### src/rtl/dbg_mailbox_pkg.sv
`timescale 1ns/1ps
package dbg_mailbox_pkg;
    localparam int DATA_W = 8;

    typedef struct packed {
        logic [DATA_W-1:0] mbox;
        logic              dirty;
        logic [DATA_W-1:0] gp;
    } mbox_regs_t;

    typedef struct packed {
        logic erased;
        logic grant;
    } lock_regs_t;
endpackage

### src/rtl/mbox_decode.sv
`timescale 1ns/1ps
module mbox_decode #(
    parameter int                ADDR_W    = 6,
    parameter logic [ADDR_W-1:0] MBOX_ADDR = 6'h31,
    parameter bit                SHARED    = 1'b1
) (
    input  logic [ADDR_W-1:0] cpu_addr,
    input  logic              cpu_wr,
    input  logic              cpu_rd,
    input  logic              ocd_fuse,
    input  logic              dbg_access_en,
    output logic              mbox_wr,
    output logic              mbox_rd,
    output logic              gp_wr,
    output logic              gp_rd
);
    logic hit;
    logic to_mbox;

    assign hit = (cpu_addr == MBOX_ADDR);

    generate
        if (SHARED) begin : g_shared
            assign to_mbox = ocd_fuse & dbg_access_en;
        end else begin : g_private
            logic unused_sel;
            assign unused_sel = ocd_fuse ^ dbg_access_en;
            assign to_mbox    = 1'b1;
        end
    endgenerate

    always_comb begin
        mbox_wr = hit & cpu_wr &  to_mbox;
        mbox_rd = hit & cpu_rd &  to_mbox;
        gp_wr   = hit & cpu_wr & ~to_mbox;
        gp_rd   = hit & cpu_rd & ~to_mbox;
    end
endmodule

### src/rtl/mbox_core.sv
`timescale 1ns/1ps
module mbox_core
    import dbg_mailbox_pkg::*;
(
    input  logic              clk,
    input  logic              rst,
    input  logic              mbox_wr,
    input  logic              gp_wr,
    input  logic              dbg_rd,
    input  logic [DATA_W-1:0] wdata,
    output logic [DATA_W-1:0] mbox_q,
    output logic              dirty_q,
    output logic [DATA_W-1:0] gp_q
);
    mbox_regs_t r_d, r_q;

    always_comb begin
        r_d = r_q;
        if (mbox_wr) begin
            r_d.mbox  = wdata;
            r_d.dirty = 1'b1;
        end else if (dbg_rd) begin
            r_d.dirty = 1'b0;
        end
        if (gp_wr) begin
            r_d.gp = wdata;
        end
    end

    always_ff @(posedge clk) begin
        if (rst) begin
            r_q <= '0;
        end else begin
            r_q <= r_d;
        end
    end

    assign mbox_q  = r_q.mbox;
    assign dirty_q = r_q.dirty;
    assign gp_q    = r_q.gp;
endmodule

### src/rtl/mbox_lock.sv
`timescale 1ns/1ps
module mbox_lock
    import dbg_mailbox_pkg::*;
#(
    parameter int LOCK_N = 2
) (
    input  logic              clk,
    input  logic              rst,
    input  logic [LOCK_N-1:0] lock_bits,
    input  logic              chip_erase,
    input  logic              fuse_wr_req,
    output logic              fuse_wr_ok
);
    lock_regs_t l_d, l_q;
    logic       locked;

    assign locked = (|lock_bits) & ~l_q.erased;

    always_comb begin
        l_d        = l_q;
        l_d.erased = l_q.erased | chip_erase;
        l_d.grant  = fuse_wr_req & ~locked;
    end

    always_ff @(posedge clk) begin
        if (rst) begin
            l_q <= '0;
        end else begin
            l_q <= l_d;
        end
    end

    assign fuse_wr_ok = l_q.grant;
endmodule

### src/rtl/dbg_mailbox.sv
`timescale 1ns/1ps
module dbg_mailbox
    import dbg_mailbox_pkg::*;
#(
    parameter int                ADDR_W    = 6,
    parameter logic [ADDR_W-1:0] MBOX_ADDR = 6'h31,
    parameter bit                SHARED    = 1'b1,
    parameter int                LOCK_N    = 2
) (
    input  logic              clk,
    input  logic              rst,
    input  logic [ADDR_W-1:0] cpu_addr,
    input  logic              cpu_wr,
    input  logic              cpu_rd,
    input  logic [DATA_W-1:0] cpu_wdata,
    output logic [DATA_W-1:0] cpu_rdata,
    input  logic              dbg_rd,
    output logic [DATA_W-1:0] dbg_rdata,
    output logic              dbg_dirty,
    input  logic              ocd_fuse,
    input  logic              dbg_access_en,
    input  logic [LOCK_N-1:0] lock_bits,
    input  logic              chip_erase,
    input  logic              fuse_wr_req,
    output logic              fuse_wr_ok,
    input  logic              jtag_fuse,
    input  logic              jtag_dis,
    output logic              tap_en
);
    localparam int LOW_W = DATA_W - 1;

    logic              mbox_wr, mbox_rd, gp_wr, gp_rd;
    logic [DATA_W-1:0] mbox_q, gp_q;
    logic              dirty_q;

    mbox_decode #(
        .ADDR_W    (ADDR_W),
        .MBOX_ADDR (MBOX_ADDR),
        .SHARED    (SHARED)
    ) u_decode (
        .cpu_addr      (cpu_addr),
        .cpu_wr        (cpu_wr),
        .cpu_rd        (cpu_rd),
        .ocd_fuse      (ocd_fuse),
        .dbg_access_en (dbg_access_en),
        .mbox_wr       (mbox_wr),
        .mbox_rd       (mbox_rd),
        .gp_wr         (gp_wr),
        .gp_rd         (gp_rd)
    );

    mbox_core u_core (
        .clk     (clk),
        .rst     (rst),
        .mbox_wr (mbox_wr),
        .gp_wr   (gp_wr),
        .dbg_rd  (dbg_rd),
        .wdata   (cpu_wdata),
        .mbox_q  (mbox_q),
        .dirty_q (dirty_q),
        .gp_q    (gp_q)
    );

    mbox_lock #(
        .LOCK_N (LOCK_N)
    ) u_lock (
        .clk         (clk),
        .rst         (rst),
        .lock_bits   (lock_bits),
        .chip_erase  (chip_erase),
        .fuse_wr_req (fuse_wr_req),
        .fuse_wr_ok  (fuse_wr_ok)
    );

    always_comb begin
        if (mbox_rd) begin
            cpu_rdata = {dirty_q, mbox_q[LOW_W-1:0]};
        end else if (gp_rd) begin
            cpu_rdata = gp_q;
        end else begin
            cpu_rdata = '0;
        end
    end

    assign dbg_rdata = mbox_q;
    assign dbg_dirty = dirty_q;
    assign tap_en    = jtag_fuse & ~jtag_dis;
endmodule

### config.mk
export PLATFORM = sky130hd
export DESIGN_NAME = dbg_mailbox
export DESIGN_NICKNAME = d
export VERILOG_FILES = /design/src/rtl/dbg_mailbox_pkg.sv /design/src/rtl/mbox_decode.sv /design/src/rtl/mbox_core.sv /design/src/rtl/mbox_lock.sv /design/src/rtl/dbg_mailbox.sv
export SDC_FILE = /design/constraint.sdc
export NUM_CORES = 1
export LEC_CHECK = 0
export ABC_AREA = 0
export CAP_MARGIN = 20
export CORE_MARGIN = 2
export CORE_UTILIZATION = 40
export DETAILED_ROUTE_END_ITERATION = 10
export PLACE_DENSITY = 0.92
export SLEW_MARGIN = 20
export SYNTH_ARGS = -nofsm -noshare
export SYNTH_HDL_FRONTEND = slang
export SYNTH_HIERARCHICAL = 1
export SYNTH_SLANG_ARGS = --single-unit
export TNS_END_PERCENT = 10
### constraint.sdc
create_clock -name clk -period 2.52 [get_ports clk]
set_clock_uncertainty 0.2 [all_clocks]
set_input_delay 0.252 -clock clk [delete_from_list [all_inputs] [get_ports clk]]
set_output_delay 0.252 -clock clk [all_outputs]
set_load 0.01 [all_outputs]
* Word level (Yosys, flattened, before mapping) *
Index checks and enable logic that the tools add are counted.

word-level totals
  register bits after elaboration = 19
  output and inout port bits = 19
  logic and storage cells = 27

operators by class
  equality and inequality tests = 1
  multiplexer cells = 4
  bitwise logic cells = 15
  reductions and logical operators = 2

operator list
  operator                               count
  8-bit two-way mux                      2
  1-bit AND                              10
  6-bit == test (second input constant)  1
  1-bit inverter                         4
  1-bit two-way mux                      2
  2-bit nonzero test                     1
  2-bit OR reduction                     1
  1-bit OR                               1

* Logic depth before layout (Yosys ltp) *
  depth after elaboration = 5
  mapped depth = 5
  gate-level depth less buffers = 4

* Modules after synthesis *
Netlist, hierarchy kept.

modules (own cells, without submodules)
  module       instances  cells each  area an instance (µm²)  seq. area each (µm²)
  mbox_core    1          56          614.3                   340.3
  dbg_mailbox  1          15          108.9                   0.0
  mbox_decode  1          8           65.1                    0.0
  mbox_lock    1          6           63.8                    40.0

* Worst setup path after synthesis *
No wires, ideal clock.

  path kind = in2out
  from = input cpu_addr[3]
  to = output cpu_rdata[5]
  arrival = 1.374 ns
  setup slack = 0.694 ns
  stages = 5
  path through = or3b_1 -> nor3_1 -> buf_6 -> nand2_1 -> o21ai_0

between the ends
  elaborated cells between the ends (all ways) = 6
  classes of those cells = eq/ne: 1; mux: 2; bitwise: 3

RTL lines
  item                     line               source
  start: declaration       dbg_mailbox.sv:12  input logic [ADDR_W-1:0] cpu_addr,
  6-bit == test            mbox_decode.sv:20  assign hit = (cpu_addr == MBOX_ADDR);
  1-bit AND (2 in series)  mbox_decode.sv:34  mbox_rd = hit & cpu_rd & to_mbox;
  net mbox_rd              dbg_mailbox.sv:32  logic mbox_wr, mbox_rd, gp_wr, gp_rd;
  8-bit two-way mux        dbg_mailbox.sv:76  if (mbox_rd) begin
  end: declaration         dbg_mailbox.sv:16  output logic [DATA_W-1:0] cpu_rdata,

The timed path passes the listed nets, and every way through them passes these cells.

* Worst setup path in the final report *
  from = input cpu_rd
  to = output cpu_rdata[7]

between the ends
  word-level cells in the longest chain between the ends = 4
  elaborated cells between the ends (all ways) = 5
  classes of those cells = mux: 2; bitwise: 3

ends and longest elaborated chain
  item                     line               source
  start: declaration       dbg_mailbox.sv:14  input logic cpu_rd,
  1-bit AND (2 in series)  mbox_decode.sv:36  gp_rd = hit & cpu_rd & ~to_mbox;
  net gp_rd                dbg_mailbox.sv:32
  8-bit two-way mux        dbg_mailbox.sv:78  end else if (gp_rd) begin
  8-bit two-way mux        dbg_mailbox.sv:76

The timed path passes the listed nets, and every way through them passes these cells.

==> results.md <==
* Final setup viols at 0
* Synthesized flop and latch total at 19
* Fin Hold WS at 304.4 ps
* Syn. warnings at 6
* Total track usage at 16.61%
* Critical Path AT at 2050 ps
* DR pass1 iterations at 4
* Avg Vias per Cell at 4.786
* Iteration-0 DRC Markers at 4
* Io pins at 46
* DIE WIDTH at 50.16 µm
* HP Class: reg -> reg
* Reg2reg start: u_lock/l_q[1]$_SDFF_PP0_
* WL final at 2192 µm
* Worst Hold Launch: u_core/dirty_q$_SDFFE_PP0P_
* RSZ-0062 raised after global routing: yes
* CTS clk-pin slew, worst paths at 100 ps
* Crit path time final at 2506 ps
* Least-Margin Pin Slew at 626.9 ps
* Flop pwr share at 58.9%
* First-pass GRT wire length at 3318 µm
* Critical path buffers and inverters at 3
* Mapped Nets at 112
* CP peak stage delay at 480 ps
* Fraction of layout cells with a size suffix above 1 at 17.02%
* Die height at 50.16 µm
* H-tree depth at 1
* Final #Nets at 169
* Sequential-to-total area share from yosys stat at 44.64%
* Fin. max-slew vios at 0
* Total design power at 516.0 µW
* Die ar. at 2516 µm²
* Clock power frac at 28.6%
* Distinct cells, synth at 19
* Starting Density at 42.99%
* Maxcap violations at 0
* Sw Ratio at 20.60%
* # diodes at 0
* Root Driver: clkbuf_4
* Worst-Skew Late Latency at 280 ps
* CP startpoint kind: input pin
* Post-DP HPWL at 1592 µm
* Syn avg cell area at 10.02 µm²
* Critical Path, Cell by Cell: clkdlybuf4s50_1, or3b_4, nor3b_2, nor2b_4, buf_4, a22o_1, dlygate4sd2_1
* Max FO, Critical Path at 4
* Initial antenna violation count at 0
* Crit share post-route at 99.46%
* CTS max path bufs at 2
* # rows at 16
* Crit path max-delay family: buffers and inverters
* Port bufs at 45
* Crit path max-delay cell type: clkdlybuf4s50_1
* Vias in the first global route at 785
* Critical path required time at 2070 ps
* Logic pwr share at 12.6%
* CTS Hold Buffers Added at 0
* Slew margin rel. at 58.07%
* Fin. Hold Viols at 0
* Worst Setup SP: cpu_rd
* DRC Markers at 0
* Final core occ at 70.71%
* CTS buffer count at 3
* Worst Setup Path Type: in -> out
* Crit path capture type: output port
* Cell count after synthesis at 85
* Remaining global-route overflow at 0
* Final antenna-violating net count at 0
* Net Switching at 106.3 µW
* Maximum clock rate at 399.0 MHz
* Routed vias at 804
* CTS tree: yes
* Peak VDD IR at 368.0 µV
* Largest net degree at the start of global routing at 20
* Power Internal at 409.7 µW
* Static leakage at 0.5361 nW
* Register-to-register path setup slack at 1600 ps
* Status: finished, final reports clean
* Routed len/inst at 13.05 µm
* Post-synthesis cell area at 852.1 µm²
* CTS sink cnt at 19
* Gpl congestion at 0.6269
* Pwr per Cell Area at 368.2 nW/µm²
* Area delta synth->final at 64.46%
* Core ar. at 1982 µm²
==> timing repair <==
| item | CTS | global route |
|---|---|---|
| pin swaps | 0 | 1 |
| gates cloned | 0 | 0 |
| buffers inserted | 0 | 7 |
| hold endpoints to repair | 0 | 0 |
| resized for setup | 7 | 12 |
| setup endpoints to repair | 8 | 6 |
==> kinds of logic after synthesis <==
group / synth area share [%]
buffers and inverters: 6.313
muxes: 18.80
and+or+nand+nor: 21.44
DFF: 44.64
AOI/OAI and AO/OA: 8.810
==> flip-flops by register name (all words and copies together) (netlist names) <==
| name | count |
|---|---|
| u_core/dirty_q | 1 |
| u_core/gp_q | 8 |
| u_core/mbox_q | 8 |
| u_lock/fuse_wr_ok | 1 |
| u_lock/l_q | 1 |
==> worst register-to-register path, stage by stage (launching register included) <==
cell,delay (ps)
dfxtp_1,330
o21bai_1,140
and3b_1,150
==> per-layer routing <==
layer  up-vias  global-route usage, %  wire length (µm)
li1        404                      -                 -
met5         -                      0                 0
met3         2                  5.357               147
met1       368                  19.32               930
met2        30                  29.82              1107
met4         0                  2.778                 6
==> final timing paths <==
kind	depth (start not counted)	to
worst max-delay path	7	cpu_rdata[7]
worst min-delay path	2	u_core/dirty_q$_SDFFE_PP0P_
worst max register to register	2	u_lock/fuse_wr_ok$_SDFF_PP0_
worst min register to register	2	u_core/dirty_q$_SDFFE_PP0P_
==> power groups by stage <==
stage	Combinational [mW]	Sequential [mW]	Clock, mW
after floorplan	0.0153	0.311	0
after global placement	0.0611	0.310	0
after detailed placement	0.0634	0.311	0
after CTS	0.0636	0.304	0.151
after global routing	0.0687	0.304	0.163
final	0.0649	0.304	0.147
==> cell usage in the layout, fill, tap and decap left out, types with 3 or more instances in the layout <==
cell              n
a22o_1            6
dfxtp_1          19
clkdlybuf4s15_1   3
clkbuf_4          3
mux2i_1          16
nand2_1           5
buf_4            12
clkbuf_2          3
clkdlybuf4s50_1  37
nor2_1           18
==> synthesized netlist by cell type <==
cell | instances | share of area (%)
a21oi_1 | 1 | 0.59
o21ai_0 | 2 | 1.2
nand2b_1 | 1 | 0.73
or3b_1 | 2 | 2.1
nor3_1 | 2 | 1.2
mux2i_1 | 16 | 19
nor2b_1 | 1 | 0.73
inv_1 | 1 | 0.44
buf_6 | 4 | 5.3
dfxtp_1 | 19 | 45
nor3b_2 | 2 | 2.9
buf_2 | 1 | 0.59
nor2_1 | 18 | 7.9
nand4b_1 | 1 | 1.0
a22o_1 | 6 | 6.2
nand2_1 | 5 | 2.2
and3b_1 | 1 | 1.0
nor2b_4 | 1 | 1.6
o21bai_1 | 1 | 0.88
==> stage by stage <==
step	instance area (µm²)	std cells	setup WS, ps	TNS [ps]
floorplan	852.1	85	693.5	0
global placement	1329	157	-153.3	-977.0
detailed placement	1329	157	-205.9	-1321
CTS	1346	161	-208.0	-208.0
global route	1401	168	-34.33	-58.33
finish	1401	168	13.54	0
==> area by class of cell <==
| type | instances | area [µm²] |
|---|---|---|
| clock buffer | 4 | 26.28 |
| fill | 148 | 580.6 |
| inverter | 1 | 3.754 |
| multi-input combinational | 60 | 430.4 |
| sequential | 19 | 380.4 |
| tap | 27 | 33.78 |
| timing repair buffer | 57 | 526.8 |
Note: power is estimated with default switching activity, not from simulation.
